`config.mk`:
```
export PLATFORM = sky130hd
export DESIGN_NAME = ref_qual_select
export DESIGN_NICKNAME = d
export VERILOG_FILES = /design/src/rtl/rqs_pkg.sv /design/src/rtl/rqs_qual_timer.sv /design/src/rtl/rqs_prio_pick.sv /design/src/rtl/ref_qual_select.sv
export SDC_FILE = /design/constraint.sdc
export NUM_CORES = 1
export LEC_CHECK = 0
export CORE_MARGIN = 3
export CORE_UTILIZATION = 52
export CTS_CLUSTER_DIAMETER = 80
export DETAILED_ROUTE_END_ITERATION = 12
export DONT_BUFFER_PORTS = 1
export GPL_TIMING_DRIVEN = 0
export MAX_ROUTING_LAYER = met4
export PLACE_DENSITY = 0.7
export SETUP_SLACK_MARGIN = 0.1
export SLEW_MARGIN = 20
export SYNTH_ARGS = -nofsm -noshare
export SYNTH_HDL_FRONTEND = slang
export SYNTH_SLANG_ARGS = --single-unit
```
`constraint.sdc`:
```
create_clock -name clk -period 18 [get_ports clk]
set_input_delay 1.8 -clock clk [delete_from_list [all_inputs] [get_ports clk]]
set_output_delay 1.8 -clock clk [all_outputs]
set_load 0.05 [all_outputs]
```
`src/rtl/rqs_pkg.sv`:
```
package rqs_pkg;
  localparam int unsigned PRIO_W = 4;
  typedef logic [PRIO_W-1:0] prio_t;

  function automatic logic prio_better(input prio_t a, input prio_t b);
    return a < b;
  endfunction
endpackage

```
`src/rtl/rqs_qual_timer.sv`:
```
module rqs_qual_timer #(
  parameter int QT_W = 6
) (
  input  logic            clk,
  input  logic            rst,
  input  logic            tick,
  input  logic            good,
  input  logic [QT_W-1:0] qual_time,
  output logic            qualified,
  output logic            rise,
  output logic            fall
);
  localparam int CNT_W = QT_W + 1;

  logic [CNT_W-1:0] cnt;
  logic [CNT_W-1:0] cnt_inc;

  assign cnt_inc = cnt + CNT_W'(1);

  always_ff @(posedge clk) begin
    if (rst) begin
      cnt       <= '0;
      qualified <= 1'b0;
      rise      <= 1'b0;
      fall      <= 1'b0;
    end else begin
      rise <= 1'b0;
      fall <= 1'b0;
      if (!good) begin
        cnt       <= '0;
        qualified <= 1'b0;
        fall      <= qualified;
      end else if (tick && !qualified) begin
        cnt <= cnt_inc;
        if (cnt_inc > {1'b0, qual_time}) begin
          qualified <= 1'b1;
          rise      <= 1'b1;
        end
      end
    end
  end
endmodule

```
`src/rtl/rqs_prio_pick.sv`:
```
module rqs_prio_pick
  import rqs_pkg::*;
#(
  parameter int N    = 12,
  parameter int SEL_W = 4
) (
  input  logic [N-1:0] elig,
  input  prio_t        prio_arr [N],
  output logic [SEL_W-1:0] best_idx,
  output prio_t            best_prio
);
  always_comb begin
    best_idx  = '0;
    best_prio = '1;
    for (int i = 0; i < N; i++) begin
      if (elig[i] && (best_idx == '0 || prio_better(prio_arr[i], best_prio))) begin
        best_idx  = SEL_W'(i + 1);
        best_prio = prio_arr[i];
      end
    end
  end
endmodule

```
`src/rtl/ref_qual_select.sv`:
```
module ref_qual_select
  import rqs_pkg::*;
#(
  parameter int NUM_REFS = 12,
  parameter int QT_W     = 6,
  localparam int SEL_W   = $clog2(NUM_REFS + 1)
) (
  input  logic                       clk,
  input  logic                       rst,
  input  logic                       sec_tick,
  input  logic [NUM_REFS-1:0]        act_alarm,
  input  logic [NUM_REFS-1:0]        offs_ok,
  input  logic [NUM_REFS*PRIO_W-1:0] prio,
  input  logic [QT_W-1:0]            qual_time,
  output logic [NUM_REFS-1:0]        qual_mask,
  output logic [SEL_W-1:0]           sel_idx,
  output logic                       qual_evt,
  output logic                       disq_evt,
  output logic                       sel_evt
);
  prio_t               prio_arr [NUM_REFS];
  logic [NUM_REFS-1:0] enabled;
  logic [NUM_REFS-1:0] elig;
  logic [NUM_REFS-1:0] rise_v;
  logic [NUM_REFS-1:0] fall_v;

  for (genvar g = 0; g < NUM_REFS; g++) begin : g_ref
    assign prio_arr[g] = prio[g*PRIO_W +: PRIO_W];
    assign enabled[g]  = prio_arr[g] != '0;

    rqs_qual_timer #(.QT_W(QT_W)) u_tmr (
      .clk       (clk),
      .rst       (rst),
      .tick      (sec_tick),
      .good      (!act_alarm[g] && offs_ok[g]),
      .qual_time (qual_time),
      .qualified (qual_mask[g]),
      .rise      (rise_v[g]),
      .fall      (fall_v[g])
    );
  end

  assign elig     = qual_mask & enabled;
  assign qual_evt = |rise_v;
  assign disq_evt = |fall_v;

  logic [SEL_W-1:0] best_idx;
  prio_t            best_prio;

  rqs_prio_pick #(.N(NUM_REFS), .SEL_W(SEL_W)) u_pick (
    .elig      (elig),
    .prio_arr  (prio_arr),
    .best_idx  (best_idx),
    .best_prio (best_prio)
  );

  logic             cur_ok;
  prio_t            cur_prio;
  logic [SEL_W-1:0] sel_next;

  always_comb begin
    cur_ok   = 1'b0;
    cur_prio = '1;
    for (int i = 0; i < NUM_REFS; i++) begin
      if (sel_idx == SEL_W'(i + 1)) begin
        cur_ok   = elig[i];
        cur_prio = prio_arr[i];
      end
    end
    if (cur_ok) begin
      sel_next = (best_idx != '0 && prio_better(best_prio, cur_prio)) ? best_idx : sel_idx;
    end else begin
      sel_next = best_idx;
    end
  end

  always_ff @(posedge clk) begin
    if (rst) begin
      sel_idx <= '0;
      sel_evt <= 1'b0;
    end else begin
      sel_idx <= sel_next;
      sel_evt <= sel_next != sel_idx;
    end
  end
endmodule

```
==> run metrics, run 1 <==
Synth area leader=dfxtp_1; Die Ht=151 µm; most common cell after layout, fill and taps aside=nor2_1; Place WS=-2.36 ns; vias per cell=6.04; number of synthesized register bits=125; Peak supply drop=approximately 0.047 mV; Final Total Pwr=just over 0.7 mW; Antenna Cells=0; total gr overflow=0; Ports=100; HP Class=reg2reg; Post-Layout Cell Count=1751; relative slew slack=19.0%; post-DR wirelength/cell=17.2 µm; Syn Inst Count=roughly 1400; most used cell along the critical path=nor2_1; period utilisation layout=~97%; clock-pin slew on the worst setup and hold paths=0.05 ns; DRC Markers=0; via count=10600; htree depth=4; first-pass GRT wire length=47.4 mm; CTS tree=yes; GP Congestion=0.894; initial drt markers=around 610; # clock sinks=125; Area Growth Syn to Fin=14.1%; LEAKAGE=5.23 nW; async set-or-reset flop fraction in the synthesized netlist=0%; later-pin clock latency in the skew report=0.42 ns; Pre-antenna DRT Iters=5; Final Setup Violations=0; WP data required=18.28 ns; max-slew violation count=0; Crit path largest cell delay=0.45 ns; CP max stage cell=a2111oi_4; Fmax achieved=57.6 MHz; Crit Path Class=in2reg; Crit Path Max Fanout=10; row cnt=52; HPWL Detailed=21.9 mm; fin crit period=between 15 and 20 ns; status=finished clean; setup slack, reg-to-reg=around 1.9 ns; number of synthesized flops with an enable pin=0; Initial Util=53.7%; final WL=~30 mm; Primary FF master, synth=dfxtp_1; crit end category=register; Synth area leaders=dfxtp_1 23%, ha_1 11%, nor2_1 4.8%, a21oi_1 4.5%, xnor2_1 4.3%; Final Hold Violating Endpoints=0; Critical Path AT=17.65 ns; core area=around 20000 µm²; CP startpoint kind=input port; Die X=151 µm; final setup margin=0.629 ns; # port buffers=0; max cap viols=0; Synth cell types=100; vias in the first global route=9852; post-synthesis sequential area ratio=22.7%; fillcell total=1841; largest net degree at the start of global routing=17; Synth top area share=22.7%; CTS Buf Count=17; share of cells above drive strength 1=12.8%; mapped cell area=~11000 µm²; Placed Cells=1684; PD cells=56.8 nW/µm²; initial antenna violation count=0; final-stage net count=1652; area taken by multi-input logic gates=8210 µm²; register area=2500 µm²; actual slew at the worst max-slew pin=1.20 ns; Setup Skew=0.00723 ns; syn nets=1596; Total GRT Usage=26.1%; CTS max path bufs=2; Clk Tree Root Cell=clkbuf_16; Post-DRT Antenna Nets=0; Area after DPL=11400 µm²; fin util=around three fifths; Die ar.=22900 µm²; final instance area=12600 µm²; Mean Syn Cell Area=roughly 8 µm²; commonest cells after routing, fill and taps aside=137 x nor2_1, 125 x dfxtp_1, 93 x ha_1, 91 x a21oi_1, 87 x nand2_1; YS warnings=0
[power breakdown]
group,internal (mW),total [mW],switching [mW]
Combinational,0.0293,0.0769,0.0477
Clock,0.236,0.355,0.119
Sequential,0.278,0.281,0.00240
Total,0.544,0.713,0.169
[layer usage]
metal	GRT usage, %	wire (µm)	vias up
met4	8.02	706	0
met5	-	0	-
met3	4.64	1820	60
li1	-	-	5230
met1	30.7	12600	4970
met2	45.4	15100	323
[cells by family (layout without fill, tap and decap cells)]
kind of cell	count (synthesis)	in the layout	synth area share, %
flops	125	125	22.7
mux	36	36	3.35
xor+xnor	104	104	8.28
buf+inv	141	208	5.42
compound gates	383	383	24.2
fa+ha+maj	104	104	11.8
simple gates	521	521	24.2
[cells in the mapped netlist (all sizes together), types with 6 or more instances]
cell / number
a211oi: 17
a21o: 25
a21oi: 98
a31oi: 14
and3: 13
buf: 29
clkbuf: 42
dfxtp: 125
ha: 101
inv: 70
mux2i: 32
nand2: 93
nand2b: 45
nand3: 51
nand4: 12
nor2: 144
nor2b: 37
nor3: 29
nor3b: 12
nor4: 8
o211ai: 6
o21a: 12
o21ai: 95
o22ai: 18
o32ai: 6
o41a: 6
o41ai: 12
or2: 16
or3: 43
xnor2: 54
xor2: 50
[worst max-delay path: cells and delay by family]
kind / cells / cell delay [ns]
AND/OR/NAND/NOR: 36 / 4.10
buffers and inverters: 17 / 1.82
multiplexers: 4 / 1.01
adder cells (fa/ha/maj): 12 / 3.09
AO/OA/AOI/OAI: 31 / 5.79
[through the flow]
| step | setup TNS [ns] | hold slack [ns] |
|---|---|---|
| final | 0 | 0.498 |
| after CTS | 0 | 0.500 |
| after global routing | -0.685 | 0.505 |
| after global placement | -10.78 | 0.477 |
| after detailed placement | -11.66 | 0.492 |
| after floorplan | 0 | 0.470 |
[layout make-up]
type                            instances  area share (%)
Timing Repair Buffer                   37            2.21
Buffer                                 71            2.84
Clock inverter                          8            1.12
Tap cell                              270            2.69
Sequential cell                       125            19.9
Inverter                               70            2.09
Multi-Input combinational cell       1148            65.4
Clock buffer                           22            3.70
[sequential cells by signal, summed over array words and instances (netlist names)]
signal	cells
g_ref.u_tmr.cnt	84
g_ref.u_tmr.fall	12
sel_idx	4
g_ref.u_tmr.rise	12
g_ref.u_tmr.qualified	12
sel_evt	1
[final timing paths]
kind | cells past startpoint | from | endpoint
hold / removal | 2 | g_ref[2].u_tmr.cnt[6] | g_ref[2].u_tmr.cnt[6]
setup reg to reg | 100 | g_ref[0].u_tmr.qualified | sel_idx[1]
hold reg to reg | 2 | g_ref[2].u_tmr.cnt[6] | g_ref[2].u_tmr.cnt[6]
setup / recovery | 100 | prio[0] | sel_idx[1]
[repair_timing]
action                     in CTS  in global routing
resized for setup              24                 52
buffers inserted               12                 25
hold buffers                    0                  0
hold endpoints to repair        0                  0
setup endpoints to repair       5                  5
pin swaps                      12                 25
(Power assumes the default switching activity.)
==> run 2, diff against run 1 <==
--- a/config.mk
+++ b/config.mk
@@ -14,7 +14,7 @@
 export MAX_ROUTING_LAYER = met4
 export PLACE_DENSITY = 0.7
 export SETUP_SLACK_MARGIN = 0.1
-export SLEW_MARGIN = 20
+export SLEW_MARGIN = 40
 export SYNTH_ARGS = -nofsm -noshare
 export SYNTH_HDL_FRONTEND = slang
 export SYNTH_SLANG_ARGS = --single-unit
==> constraint.sdc (replaced) <==
create_clock -name clk -period 18 [get_ports clk]
set_input_delay 3.6 -clock clk [delete_from_list [all_inputs] [get_ports clk]]
set_output_delay 3.6 -clock clk [all_outputs]
set_load 0.05 [all_outputs]
==> run 2 against run 1 <==
The flow now finishes with violations (negative setup slack); setup slack worse by 0.90 ns; power is 1.5% lower; final area is 6.9% higher; utilization is 4.2 points higher; first-iteration DRC count is 9.4% lower; register-to-register slack better by 0.63 ns; critical path depth stayed put; via count is 3.9% higher; critical endpoint unchanged.
==> run metrics, run 2 (synthesized netlist as in run 1, its figures left out) <==
status=finished with violations (was finished clean); failing checks=negative setup slack; period utilisation layout=101% (was 96.5%); PD cells=52.3 nW/µm² (was 56.8 nW/µm²); commonest cells after routing, fill and taps aside=130 x nor2_1, 125 x dfxtp_1, 117 x buf_4, 87 x ha_1, 85 x a21oi_1 (was 137 x nor2_1, 125 x dfxtp_1, 93 x ha_1, 91 x a21oi_1, 87 x nand2_1); Pre-antenna DRT Iters=7 (was 5); later-pin clock latency in the skew report=0.41 ns (was 0.42 ns); CTS tree=yes (unchanged); post-DR wirelength/cell=17.8 µm (was 17.2 µm); Total GRT Usage=27.4% (was 26.1%); Placed Cells=1684 (unchanged); max-slew violation count=0 (unchanged); final WL=32.4 mm (was 30.1 mm); GP Congestion=0.924 (was 0.894); HPWL Detailed=22.1 mm (was 21.9 mm); Setup Skew=0.00847 ns (was 0.00723 ns); Die Ht=151 µm (unchanged); Fmax achieved=54.7 MHz (was 57.6 MHz); total gr overflow=0 (unchanged); Place WS=-2.33 ns (was -2.36 ns); Die ar.=22900 µm² (unchanged); Reg power frac=40.0% (was 39.4%); core area=20500 µm² (unchanged); largest net degree at the start of global routing=17 (unchanged); # clock sinks=125 (unchanged); Final Hold Violating Endpoints=0 (unchanged); initial antenna violation count=0 (unchanged); Pint=0.531 mW (was 0.544 mW); Area Growth Syn to Fin=21.9% (was 14.1%); WP data required=18.28 ns (about the same); Die X=151 µm (unchanged); Post-Layout Cell Count=1822 (was 1751); final-stage net count=1721 (was 1652); CTS max path bufs=2 (unchanged); unrepaired setup endpoints after global routing=true; Initial Util=53.7% (unchanged); fillcell total=1705 (was 1841); actual slew at the worst max-slew pin=0.998 ns (was 1.20 ns); Clk Tree Root Cell=clkbuf_16 (unchanged); relative slew slack=32.9% (was 19.0%); htree depth=4 (unchanged); combinational share of power=12.2% (was 10.8%); initial drt markers=550 (was 607); final instance area=13400 µm² (was 12600 µm²); Area after DPL=11600 µm² (was 11400 µm²); HP Class=reg2reg (unchanged); delay-heaviest family, CP=compound AO/OA/AOI/OAI gates (unchanged); final setup margin=-0.266 ns (was 0.629 ns); Critical Path AT=18.54 ns (was 17.65 ns); Antenna Cells=0 (unchanged); CTS Buf Count=17 (unchanged); clock-pin slew on the worst setup and hold paths=0.05 ns (about the same); vias per cell=6.04 (about the same); CP startpoint kind=input port (unchanged); clock network fraction of total power=47.8% (was 49.8%); Ports=100 (unchanged); most common cell after layout, fill and taps aside=nor2_1 (unchanged); Final Setup Violations=5 (was 0); Crit Path Class=in2reg (unchanged); Crit Path Max Fanout=6 (was 10); worst path bufs/invs=21 (was 17); Net Sw Power=0.171 mW (was 0.169 mW); largest reg by FF count=g_ref.u_tmr.cnt (unchanged); DRC Markers=0 (unchanged); LEAKAGE=5.59 nW (was 5.23 nW); CP max stage cell=o41ai_4 (was a2111oi_4); switching part of the total power=24.4% (was 23.7%); first-pass GRT wire length=50.0 mm (was 47.4 mm); Peak supply drop=0.0673 mV (was 0.0471 mV); # port buffers=0 (unchanged); crit end category=register (unchanged); vias in the first global route=10600 (was 9852); share of cells above drive strength 1=20.0% (was 12.8%); row cnt=52 (unchanged); Crit path largest cell delay=0.37 ns (was 0.45 ns); max cap viols=0 (unchanged); Post-DRT Antenna Nets=0 (unchanged); via count=11000 (was 10600); Largest register FFs=84 (unchanged); fin crit period=18.27 ns (was 17.37 ns)
run 2: cell count changes in the layout (fill, tap and decap cells not counted), sizes merged:
| cell | before | now |
|---|---|---|
| clkinvlp | 0 | 1 |
| bufinv | 4 | 2 |
| buf | 67 | 136 |
| clkinv | 4 | 3 |
| clkbuf | 63 | 67 |
run 2: final cells by class:
type / instances / area (µm²) / area share [%]
Tap cell: 270 / 338 / 2.52
Sequential cell: 125 / 2500 / 18.7
Clock buffer: 26 / 499 / 3.72
Timing Repair Buffer: 107 / 811 / 6.04
Clock inverter: 6 / 82.6 / 0.616
Buffer: 70 / 358 / 2.67
Multi-Input combinational cell: 1148 / 8560 / 63.8
Inverter: 70 / 265 / 1.98
run 2: worst paths after layout:
path	cells after the start	to	startpoint	slack (ns)
worst max register to register	99	sel_idx[1]	g_ref[0].u_tmr.qualified	2.55
worst min-delay path	2	g_ref[2].u_tmr.cnt[6]	g_ref[2].u_tmr.cnt[6]	0.50
worst min register to register	2	g_ref[2].u_tmr.cnt[6]	g_ref[2].u_tmr.cnt[6]	0.50
worst max-delay path	100	sel_idx[1]	prio[0]	-0.27
run 2: what timing repair did:
item | 4_1_cts | 5_1_grt
resized for setup | 31 | 58
setup buffers | 89 | 19
pin swaps | 56 | 60
endpoints found under the hold margin | 0 | 0
setup endpoints to repair | 5 | 5
hold buffers | 0 | 0
run 2: metal layers:
metal	vias up	share of wire, %	global-route usage, %
li1	5373	-	-
met1	5137	41	31.5
met2	395	50	47.6
met3	96	6.2	4.67
met4	0	2.9	10.7
met5	-	0	-
run 2: per-stage QoR:
step,hold WS (ns),TNS (ns),utilization [%],total power [mW]
3_3_place_gp,0.478,-10.54,56.5,0.359
3_5_place_dp,0.490,-11.38,56.7,0.361
2_1_floorplan,0.470,-1.52,-,0.343
6_report,0.497,-1.13,65.4,0.702
5_1_grt,0.520,-4.58,65.4,0.728
4_1_cts,0.500,-1.19,63.4,0.703
run 2: worst reg2reg max path: cells and delay by family (launching register included):
kind	cells	cell delay (ns)
simple gates	36	4.50
compound gates	32	4.88
mux	4	1.10
fa+ha+maj	12	2.85
buf+inv	15	1.61
flops	1	0.39
run 2: power groups by stage:
| stage | clock network [mW] | registers [mW] | logic (mW) |
|---|---|---|---|
| 6_report | 0.336 | 0.281 | 0.0855 |
| 2_1_floorplan | 0 | 0.286 | 0.0572 |
| 5_1_grt | 0.352 | 0.281 | 0.0950 |
| 3_3_place_gp | 0 | 0.286 | 0.0723 |
| 3_5_place_dp | 0 | 0.287 | 0.0743 |
| 4_1_cts | 0.342 | 0.281 | 0.0810 |
